<file path="src/rtl/spi_txq_pkg.sv">
package spi_txq_pkg;

  typedef enum logic {
    ROUTE_IRQ = 1'b0,
    ROUTE_DMA = 1'b1
  } route_e;

  // slot index following p in a ring of depth slots
  function automatic int unsigned ring_next(input int unsigned p, input int unsigned depth);
    return (p + 1 == depth) ? 0 : p + 1;
  endfunction

endpackage

</file>
<file path="src/rtl/spi_txq_rst_sync.sv">
module spi_txq_rst_sync (
  input  logic clk,
  input  logic rst_n,
  output logic rst_sync_n
);

  logic [1:0] sync_q;

  always_ff @(posedge clk or negedge rst_n) begin
    if (!rst_n) sync_q <= 2'b00;
    else        sync_q <= {sync_q[0], 1'b1};
  end

  assign rst_sync_n = sync_q[1];

endmodule

</file>
<file path="src/rtl/spi_txq_store.sv">
module spi_txq_store #(
  parameter int DEPTH = 4,
  parameter int ENT_W = 32,
  parameter int PTR_W = 2
) (
  input  logic             clk,
  input  logic             wr_en,
  input  logic [PTR_W-1:0] wr_ptr,
  input  logic [ENT_W-1:0] wr_ent,
  input  logic [PTR_W-1:0] rd_ptr,
  output logic [ENT_W-1:0] rd_ent
);

  logic [ENT_W-1:0] slots [DEPTH];

  for (genvar g = 0; g < DEPTH; g++) begin : g_slot
    logic             slot_en;
    logic [ENT_W-1:0] slot_q;

    assign slot_en = wr_en && (wr_ptr == PTR_W'(g));

    // payload storage: clock enable only, no reset needed
    always_ff @(posedge clk) begin
      if (slot_en) slot_q <= wr_ent;
    end

    assign slots[g] = slot_q;
  end

  assign rd_ent = slots[rd_ptr];

endmodule

</file>
<file path="src/rtl/spi_txq_ctrl.sv">
module spi_txq_ctrl
  import spi_txq_pkg::*;
#(
  parameter int DEPTH = 4,
  parameter int PTR_W = 2,
  parameter int CNT_W = 3
) (
  input  logic             clk,
  input  logic             rst_n,
  input  logic             push_valid,
  input  logic             pop_req,
  input  logic             flush,
  input  logic             fifo_disable,
  output logic             push_ok,
  output logic             pop_ok,
  output logic [PTR_W-1:0] wr_ptr,
  output logic [PTR_W-1:0] rd_ptr,
  output logic [CNT_W-1:0] count,
  output logic             full,
  output logic             empty
);

  logic [PTR_W-1:0] wr_ptr_q, wr_ptr_d;
  logic [PTR_W-1:0] rd_ptr_q, rd_ptr_d;
  logic [CNT_W-1:0] cnt_q, cnt_d;
  logic [CNT_W-1:0] cap;
  logic             state_en;

  assign cap     = fifo_disable ? CNT_W'(1) : CNT_W'(DEPTH);
  assign full    = (cnt_q == cap);
  assign empty   = (cnt_q == '0);
  assign push_ok = push_valid && !flush && (cnt_q < cap);
  assign pop_ok  = pop_req && !flush && !empty;
  assign state_en = flush || push_ok || pop_ok;

  always_comb begin
    wr_ptr_d = wr_ptr_q;
    rd_ptr_d = rd_ptr_q;
    cnt_d    = cnt_q;
    if (flush) begin
      wr_ptr_d = '0;
      rd_ptr_d = '0;
      cnt_d    = '0;
    end else begin
      if (push_ok)
        wr_ptr_d = fifo_disable ? '0 : PTR_W'(ring_next(32'(wr_ptr_q), DEPTH));
      if (pop_ok)
        rd_ptr_d = fifo_disable ? '0 : PTR_W'(ring_next(32'(rd_ptr_q), DEPTH));
      unique case ({push_ok, pop_ok})
        2'b10:   cnt_d = cnt_q + CNT_W'(1);
        2'b01:   cnt_d = cnt_q - CNT_W'(1);
        default: cnt_d = cnt_q;
      endcase
    end
  end

  always_ff @(posedge clk or negedge rst_n) begin
    if (!rst_n) begin
      wr_ptr_q <= '0;
      rd_ptr_q <= '0;
      cnt_q    <= '0;
    end else if (state_en) begin
      wr_ptr_q <= wr_ptr_d;
      rd_ptr_q <= rd_ptr_d;
      cnt_q    <= cnt_d;
    end
  end

  assign wr_ptr = wr_ptr_q;
  assign rd_ptr = rd_ptr_q;
  assign count  = cnt_q;

endmodule

</file>
<file path="src/rtl/spi_txq_flags.sv">
module spi_txq_flags
  import spi_txq_pkg::*;
(
  input  logic clk,
  input  logic rst_n,
  input  logic full,
  input  logic empty,
  input  logic pop_req,
  input  logic flush,
  input  logic dma_push_done,
  input  logic fill_w1c,
  input  logic unf_w1c,
  input  logic req_sel_dma,
  output logic fill_flag,
  output logic underflow,
  output logic irq_req,
  output logic dma_req
);

  logic   fill_q, fill_d;
  logic   unf_q, unf_d;
  logic   unf_set;
  route_e route;

  assign unf_set = pop_req && empty && !flush;
  assign route   = route_e'(req_sel_dma);

  always_comb begin
    fill_d = fill_q;
    if (!full)                          fill_d = 1'b1;
    else if (dma_push_done || fill_w1c) fill_d = 1'b0;

    unf_d = unf_q;
    if (unf_set)      unf_d = 1'b1;
    else if (unf_w1c) unf_d = 1'b0;
  end

  always_ff @(posedge clk or negedge rst_n) begin
    if (!rst_n) begin
      fill_q <= 1'b1;
      unf_q  <= 1'b0;
    end else begin
      fill_q <= fill_d;
      unf_q  <= unf_d;
    end
  end

  assign fill_flag = fill_q;
  assign underflow = unf_q;
  assign irq_req   = fill_q && (route == ROUTE_IRQ);
  assign dma_req   = fill_q && (route == ROUTE_DMA);

endmodule

</file>
<file path="src/rtl/spi_txq.sv">
module spi_txq #(
  parameter int DEPTH  = 4,
  parameter int CMD_W  = 16,
  parameter int DATA_W = 16,
  localparam int PTR_W = $clog2(DEPTH),
  localparam int CNT_W = $clog2(DEPTH + 1),
  localparam int ENT_W = CMD_W + DATA_W
) (
  input  logic              clk,
  input  logic              rst_n,
  input  logic              push_valid,
  input  logic [CMD_W-1:0]  push_cmd,
  input  logic [DATA_W-1:0] push_data,
  input  logic              dma_push_done,
  input  logic              fill_w1c,
  input  logic              unf_w1c,
  input  logic              flush,
  input  logic              fifo_disable,
  input  logic              req_sel_dma,
  input  logic              pop_req,
  output logic              pop_valid,
  output logic [CMD_W-1:0]  pop_cmd,
  output logic [DATA_W-1:0] pop_data,
  output logic [CNT_W-1:0]  entry_count,
  output logic [PTR_W-1:0]  next_ptr,
  output logic              fill_flag,
  output logic              underflow,
  output logic              irq_req,
  output logic              dma_req
);

  logic             rst_sync_n;
  logic             push_ok, pop_ok, q_full, q_empty;
  logic [PTR_W-1:0] wr_ptr, rd_ptr;
  logic [ENT_W-1:0] rd_ent;

  spi_txq_rst_sync u_rst (
    .clk        (clk),
    .rst_n      (rst_n),
    .rst_sync_n (rst_sync_n)
  );

  spi_txq_ctrl #(.DEPTH(DEPTH), .PTR_W(PTR_W), .CNT_W(CNT_W)) u_ctrl (
    .clk          (clk),
    .rst_n        (rst_sync_n),
    .push_valid   (push_valid),
    .pop_req      (pop_req),
    .flush        (flush),
    .fifo_disable (fifo_disable),
    .push_ok      (push_ok),
    .pop_ok       (pop_ok),
    .wr_ptr       (wr_ptr),
    .rd_ptr       (rd_ptr),
    .count        (entry_count),
    .full         (q_full),
    .empty        (q_empty)
  );

  spi_txq_store #(.DEPTH(DEPTH), .ENT_W(ENT_W), .PTR_W(PTR_W)) u_store (
    .clk    (clk),
    .wr_en  (push_ok),
    .wr_ptr (wr_ptr),
    .wr_ent ({push_cmd, push_data}),
    .rd_ptr (rd_ptr),
    .rd_ent (rd_ent)
  );

  spi_txq_flags u_flags (
    .clk           (clk),
    .rst_n         (rst_sync_n),
    .full          (q_full),
    .empty         (q_empty),
    .pop_req       (pop_req),
    .flush         (flush),
    .dma_push_done (dma_push_done),
    .fill_w1c      (fill_w1c),
    .unf_w1c       (unf_w1c),
    .req_sel_dma   (req_sel_dma),
    .fill_flag     (fill_flag),
    .underflow     (underflow),
    .irq_req       (irq_req),
    .dma_req       (dma_req)
  );

  assign pop_valid = !q_empty && !flush;
  assign {pop_cmd, pop_data} = rd_ent;
  assign next_ptr  = rd_ptr;

endmodule

</file>
<file path="config.mk">
export PLATFORM = sky130hd
export DESIGN_NAME = spi_txq
export DESIGN_NICKNAME = d
export VERILOG_FILES = /design/src/rtl/spi_txq_pkg.sv /design/src/rtl/spi_txq_rst_sync.sv /design/src/rtl/spi_txq_store.sv /design/src/rtl/spi_txq_ctrl.sv /design/src/rtl/spi_txq_flags.sv /design/src/rtl/spi_txq.sv
export SDC_FILE = /design/constraint.sdc
export NUM_CORES = 1
export LEC_CHECK = 0
export CORE_UTILIZATION = 50
export CTS_CLUSTER_DIAMETER = 200
export DETAILED_ROUTE_END_ITERATION = 16
export GPL_ROUTABILITY_DRIVEN = 1
export PLACE_DENSITY = 0.77
export SYNTH_ARGS = -nofsm -noshare
export SYNTH_HDL_FRONTEND = slang
export SYNTH_SLANG_ARGS = --single-unit
</file>
<file path="constraint.sdc">
create_clock -name clk -period 2.68 [get_ports clk]
set_clock_uncertainty 0.1 [all_clocks]
set_input_delay 0.536 -clock clk [delete_from_list [all_inputs] [get_ports clk]]
set_output_delay 0.536 -clock clk [all_outputs]
set_load 0.03 [all_outputs]
</file>
After elaboration in Yosys (flattened, before gate mapping)

Index checks and enable logic that the tools add are counted.

Bits in read-only memories: 0
Memories kept: 0
Bits in registers: 139
Latch bits: 0
RAM bits: 0

Divide/modulo/power cells: 0
Equality and inequality tests: 9
Add/sub/neg operators: 4
Bitwise logic cells: 2
Multiply operators: 0
Magnitude comparators: 2
Reductions and logical operators: 27
Muxes and demuxes: 18
Shift-type cells: 0

Operator list:

| kind                                                      | number |
|---|---|
| binary-select mux 32 bit (select 2 bit)                   | 1 |
| two-way mux 32 bit                                        | 2 |
| two-way mux 2 bit                                         | 8 |
| logical AND 1 bit                                         | 13 |
| adder 2 x 1 -> 3 bit (second input constant)              | 2 |
| equality test 2 bit (second input constant)               | 3 |
| equality test 3 bit (second input constant)               | 2 |
| two-way mux 3 bit                                         | 2 |
| case mux 3 bit (2 select lines)                           | 1 |
| AND reduction 2 bit                                       | 3 |
| nonzero test 2 bit                                        | 3 |
| equality test 2 x 1 -> 1 bit (second input constant)      | 2 |
| two-way mux 1 bit                                         | 4 |
| adder 3 x 1 -> 3 bit (second input constant)              | 1 |
| equality test 3 bit                                       | 1 |
| greater-or-equal comparator 3 bit (second input constant) | 1 |
| zero test 3 bit                                           | 1 |
| logical OR 1 bit                                          | 3 |
| less-than comparator 3 bit                                | 1 |
| inverter 2 -> 3 bit                                       | 1 |
| nonzero test 3 bit                                        | 1 |
| subtractor 3 x 1 -> 3 bit (second input constant)         | 1 |
| zero test 1 bit                                           | 2 |
| zero test 2 bit                                           | 1 |
| other kinds (2)                                           | 2 |

Depth between registers and ports, before layout

Depth in word-level cells: 6
Mapped depth: 10
Gate-level depth less buffers: 9

By module

Synthesis repeated with hierarchy kept, for this count alone.

Cell total of the unflattened synthesis: 233
Area, all modules: 5350.1 um^2

By module, submodules not included:

| module           | seq. area each (um^2) | area each (um^2) | instances | cells each |
|---|---|---|---|---|
| spi_txq_store    | 3843.7                | 4689.5           | 1         | 171 |
| spi_txq_ctrl     | 175.2                 | 510.5            | 1         | 49 |
| spi_txq_flags    | 51.3                  | 92.6             | 1         | 9 |
| spi_txq_rst_sync | 50.0                  | 53.8             | 1         | 3 |
| spi_txq          | 0.0                   | 3.8              | 1         | 1 |

Worst setup path before layout

OpenSTA, ideal clock, no wires.

Path type: register to register
Start point: register u_ctrl.cnt_q[0] (netlist: u_ctrl.count[0])
End point: register u_store.g_slot[1].slot_q[0], enable pin
Period minus slack after synthesis: 2923 ps
Setup time: 392 ps
Arrival: 2431 ps
Path slack: -243 ps
Stages on the path, launching flop included: 7
Path through: dfrtp_1 -> inv_1 -> ha_1 -> nand2b_4 -> a2111oi_4 -> buf_6 -> and2_1

Word-level cells in the longest chain between the ends: 3

RTL lines:

| item                                | line                | source |
|---|---|---|
| start: declaration                  | spi_txq_ctrl.sv:25  | `logic [CNT_W-1:0] cnt_q, cnt_d;` |
| start signal: assignment            | spi_txq_ctrl.sv:65  | `cnt_q <= cnt_d;` |
| less-than comparator 3 bit          | spi_txq_ctrl.sv:32  | `assign push_ok = push_valid && !flush && (cnt_q < cap);` |
| logical AND 1 bit                   | spi_txq_ctrl.sv:32  |  |
| logical AND 1 bit                   | spi_txq_store.sv:20 | `assign slot_en = wr_en && (wr_ptr == PTR_W'(g));` |
| named net u_store.g_slot[1].slot_en | spi_txq_store.sv:17 | `logic slot_en;` |
| end signal: assignment              | spi_txq_store.sv:24 | `if (slot_en) slot_q <= wr_ent;` |
| end: declaration                    | spi_txq_store.sv:18 | `logic [ENT_W-1:0] slot_q;` |

The timed path passes the listed nets, and every way through them passes these cells.
A chain may end at the register's enable or synchronous reset.

Worst setup path in the final report

Start point: register u_ctrl.rd_ptr_q[0] (netlist: u_ctrl.rd_ptr[0])
End point: output pop_cmd[5]

Word-level cells in the longest chain between the ends: 4

RTL lines:

| item                                                  | line                | source |
|---|---|---|
| start: declaration                                    | spi_txq_ctrl.sv:24  | `logic [PTR_W-1:0] rd_ptr_q, rd_ptr_d;` |
| start signal: assignment                              | spi_txq_ctrl.sv:64  | `rd_ptr_q <= rd_ptr_d;` |
| inverter 2 -> 3 bit (not written as such)             | spi_txq_store.sv:30 | `assign rd_ent = slots[rd_ptr];` |
| binary-select mux 32 bit (select 2 bit)               | spi_txq_store.sv:30 |  |
| two-way mux 32 bit (not written as such) (2 in a row) | spi_txq_store.sv:30 |  |
| end: declaration                                      | spi_txq.sv:22       | `output logic [CMD_W-1:0] pop_cmd,` |

Every way passes these cells. The select of a mux whose other input is x is not followed.

==> flow_summary.yaml <==
detailed_routing:
  ant_nets: 0
  num_vias: 2701
  routed_wl_microns: 9500
  vias_per_cell: 5.36
  drcViolationCount: 0
  drt_iter0_drc: 109
  firstDrtPassIters: 7
  drt-wirelength-per-cell_microns: 18.9
grt:
  grt_pass1_vias: 3002
  grt_antenna_before_repair: 0
  grt_pass1_wl_microns: 15500
  gr-usage-met1_pct: 24.4
  gr-usage-met3_pct: 7.92
  grt-ovfl-total: 0
  grt_max_degree: 26
  grt_util_met2_pct: 31.1
  grt_use_total_pct: 19.5
  top_usage_layer: "met2"
yosys:
  syn_avg_cell_area_sq_um: 22.2
  synth.most_common_cell: "edfxtp_1"
  synth_area_leaders: "edfxtp_1 (72%), mux4_2 (13%), dfrtp_1 (4.7%)"
  syn_area_sq_um: 5350
  yosys_register_bits: 139
  synth_top_cell_by_area: "edfxtp_1"
  synth.distinct_cells: 33
  ys_seq_area_share_pct: 77.0
  synth_top_area_share_pct: 71.9
  yosysWarnings: 0
  async_reset_ff_share_pct: 7.91
  synth_edf_count: 128
  synth_cells: 241
  synth_flop_cell: "edfxtp_1"
  synth_nets: 291
  synth_commonest_cells: "edfxtp_1 (128), mux4_2 (32), dfrtp_1 (10)"
final_layout:
  diodes: 0
  design_area_sq_um: 7070
  fin_util_pct: 68.5
  area_growth_pct: 32.2
  fin_nets: 405
  drive_gt1_share_pct: 35.6
worst_setup_path:
  critPathTopFamily: "multiplexers"
  crit_required_ns: 2.04
  crit_buf_inv: 2
  cp_cell_sequence: "buf_12, mux4_2, clkdlybuf4s15_2"
  worstSetupEndpointType: "output port"
  cp-start-kind: "flop"
  arrival_ns: 1.96
  worst-setup-path-type: "flop to output port"
  worstPathMaxFanout: 17
  critPathSlowestCell: "mux4_2"
  max_stage_delay_ns: 0.54
min_path:
  worstHoldPathType: "flop to async pin"
placement:
  placed_area_sq_um: 6540
  gp_congestion: 0.757
  pre_cts_ws_ns: -0.196
  io_buffers: 83
  dp_hpwl_microns: 6060
clock_tree:
  clk_latency_ns: 0.52
  clock-sinks: 139
  htreeDepth: 4
  cts_buffer_depth: 2
  cts_hold_buf: 0
  numCtsBuffers: 17
  clk_pin_slew_ns: 0.06
  cts_tree: "built"
  root_buffer: "clkbuf_8"
floorplanning:
  dieWidth_microns: 105
  io_pins: 84
  core-area_sq_um: 10300
  rows: 37
  initial_core_util_pct: 51.8
  fp.dieH_microns: 105
  dieArea_sq_um: 11100
outcome:
  status: "finished clean"
pwr:
  irDropWorstVdd_uv: 385
  pwr_density_cell_nw_per_um2: 780
  cellLeakagePower_nw: 2.40
sta:
  rsz0062_at_grt: "no"
  setup_ws_ns: 0.0798
  report.final.slew_viol_count: 0
  setup_viol: 0
  hold_viol: 0
  period_share_pct: 97.0
  final.setup.tns_ns: 0
  fmax_mhz: 385
  min_period_ns: 2.60
job:
  maxCapViolCount: 0
[worst register-to-register path: cells and delay by family, from the launching register on]
family	cells	cell delay, ns
AND/OR/NAND/NOR	2	0.30
AO/OA/AOI/OAI	3	0.64
adder cells (fa/ha/maj)	2	0.73
flip-flops	1	0.47
[metrics by stage]
stage          total power, mW  hold WS [ns]  std cells
6_report                  5.52        0.0675        504
5_1_grt                   5.72        0.0581        504
4_1_cts                   5.56        0.0603        499
3_5_place_dp              3.39        0.0824        467
3_3_place_gp              3.37        0.0714        467
2_1_floorplan             3.02       0.00687        241
[final cells by class]
cell class                 instances  area [sq um]
clock buffer                      24           480
sequential                       139          4130
fill                             642          3250
multi-input combinational         85          1160
clock inverter                     8          91.3
timing repair buffer             106          1010
tap                              136           170
inverter                           6          22.5
[state kept, by name (all words and copies together), names as in the netlist]
signal / count
u_ctrl.count: 3
u_ctrl.wr_ptr: 2
u_store.g_slot.slot_q: 128
u_rst.sync_q: 2
u_flags.fill_flag: 1
u_flags.underflow: 1
u_ctrl.rd_ptr: 2
[path summary, 6_finish.rpt]
kind | from | to | slack (ns) | cells past startpoint
setup / recovery | u_ctrl.rd_ptr[0]$_DFFE_PN0P_ | pop_cmd[5] | 0.08 | 3
hold / removal | u_rst.sync_q[1]$_DFF_PN0_ | u_ctrl.wr_ptr[0]$_DFFE_PN0P_ | 0.07 | 0
setup reg to reg | u_ctrl.count[2]$_DFFE_PN0P_ | u_ctrl.count[2]$_DFFE_PN0P_ | 0.32 | 7
hold reg to reg | u_rst.sync_q[1]$_DFF_PN0_ | u_ctrl.wr_ptr[0]$_DFFE_PN0P_ | 0.07 | 0
max in group asynchronous | u_rst.sync_q[1]$_DFF_PN0_ | u_flags.fill_flag$_DFFE_PN1P_ | 2.09 | 0
min in group clk | u_rst.sync_q[0]$_DFF_PN0_ | u_rst.sync_q[1]$_DFF_PN0_ | 0.26 | 0
[routing by layer]
metal  part of all wire (%)  vias to the layer above  wire length (microns)
met5                      0                        -                      0
met4                   0.78                        0                     74
met3                    6.8                        7                    648
met2                     49                      104                   4660
met1                     43                     1372                   4120
li1                       -                     1218                      -
[layout by cell type, fill, tap and decap left out, types with 4 or more instances in the layout]
master / n
ha_1: 7
dfrtp_1: 5
nor2_1: 8
clkbuf_8: 5
and2_2: 4
buf_4: 16
clkdlybuf4s15_2: 11
buf_12: 8
edfxtp_1: 128
clkinv_2: 4
dfrtp_2: 5
inv_1: 6
clkbuf_16: 16
clkdlybuf4s50_1: 51
clkbuf_2: 19
mux4_2: 32
[power breakdown]
| part | internal [mW] | leakage, nW | switching [mW] |
|---|---|---|---|
| Combinational | 0.381 | 0.825 | 0.431 |
| Sequential | 2.45 | 1.29 | 0.0493 |
| Clock | 1.41 | 0.282 | 0.793 |
[repair_timing]
item,CTS,global route
buffers inserted,0,5
gates cloned,0,0
resized for setup,58,39
pin swaps,0,0
hold endpoints to repair,0,0
setup endpoints to repair,31,25
[cell families after synthesis]
kind of cell	after synthesis	synth area share, %
flops	139	77.0
mux	35	14.0
simple gates	25	2.67
buf+inv	17	1.40
compound gates	13	2.27
fa+ha+maj	8	2.01
xor+xnor	3	0.491
other cells	1	0.0701
Note: power is estimated with default switching activity, not from simulation.
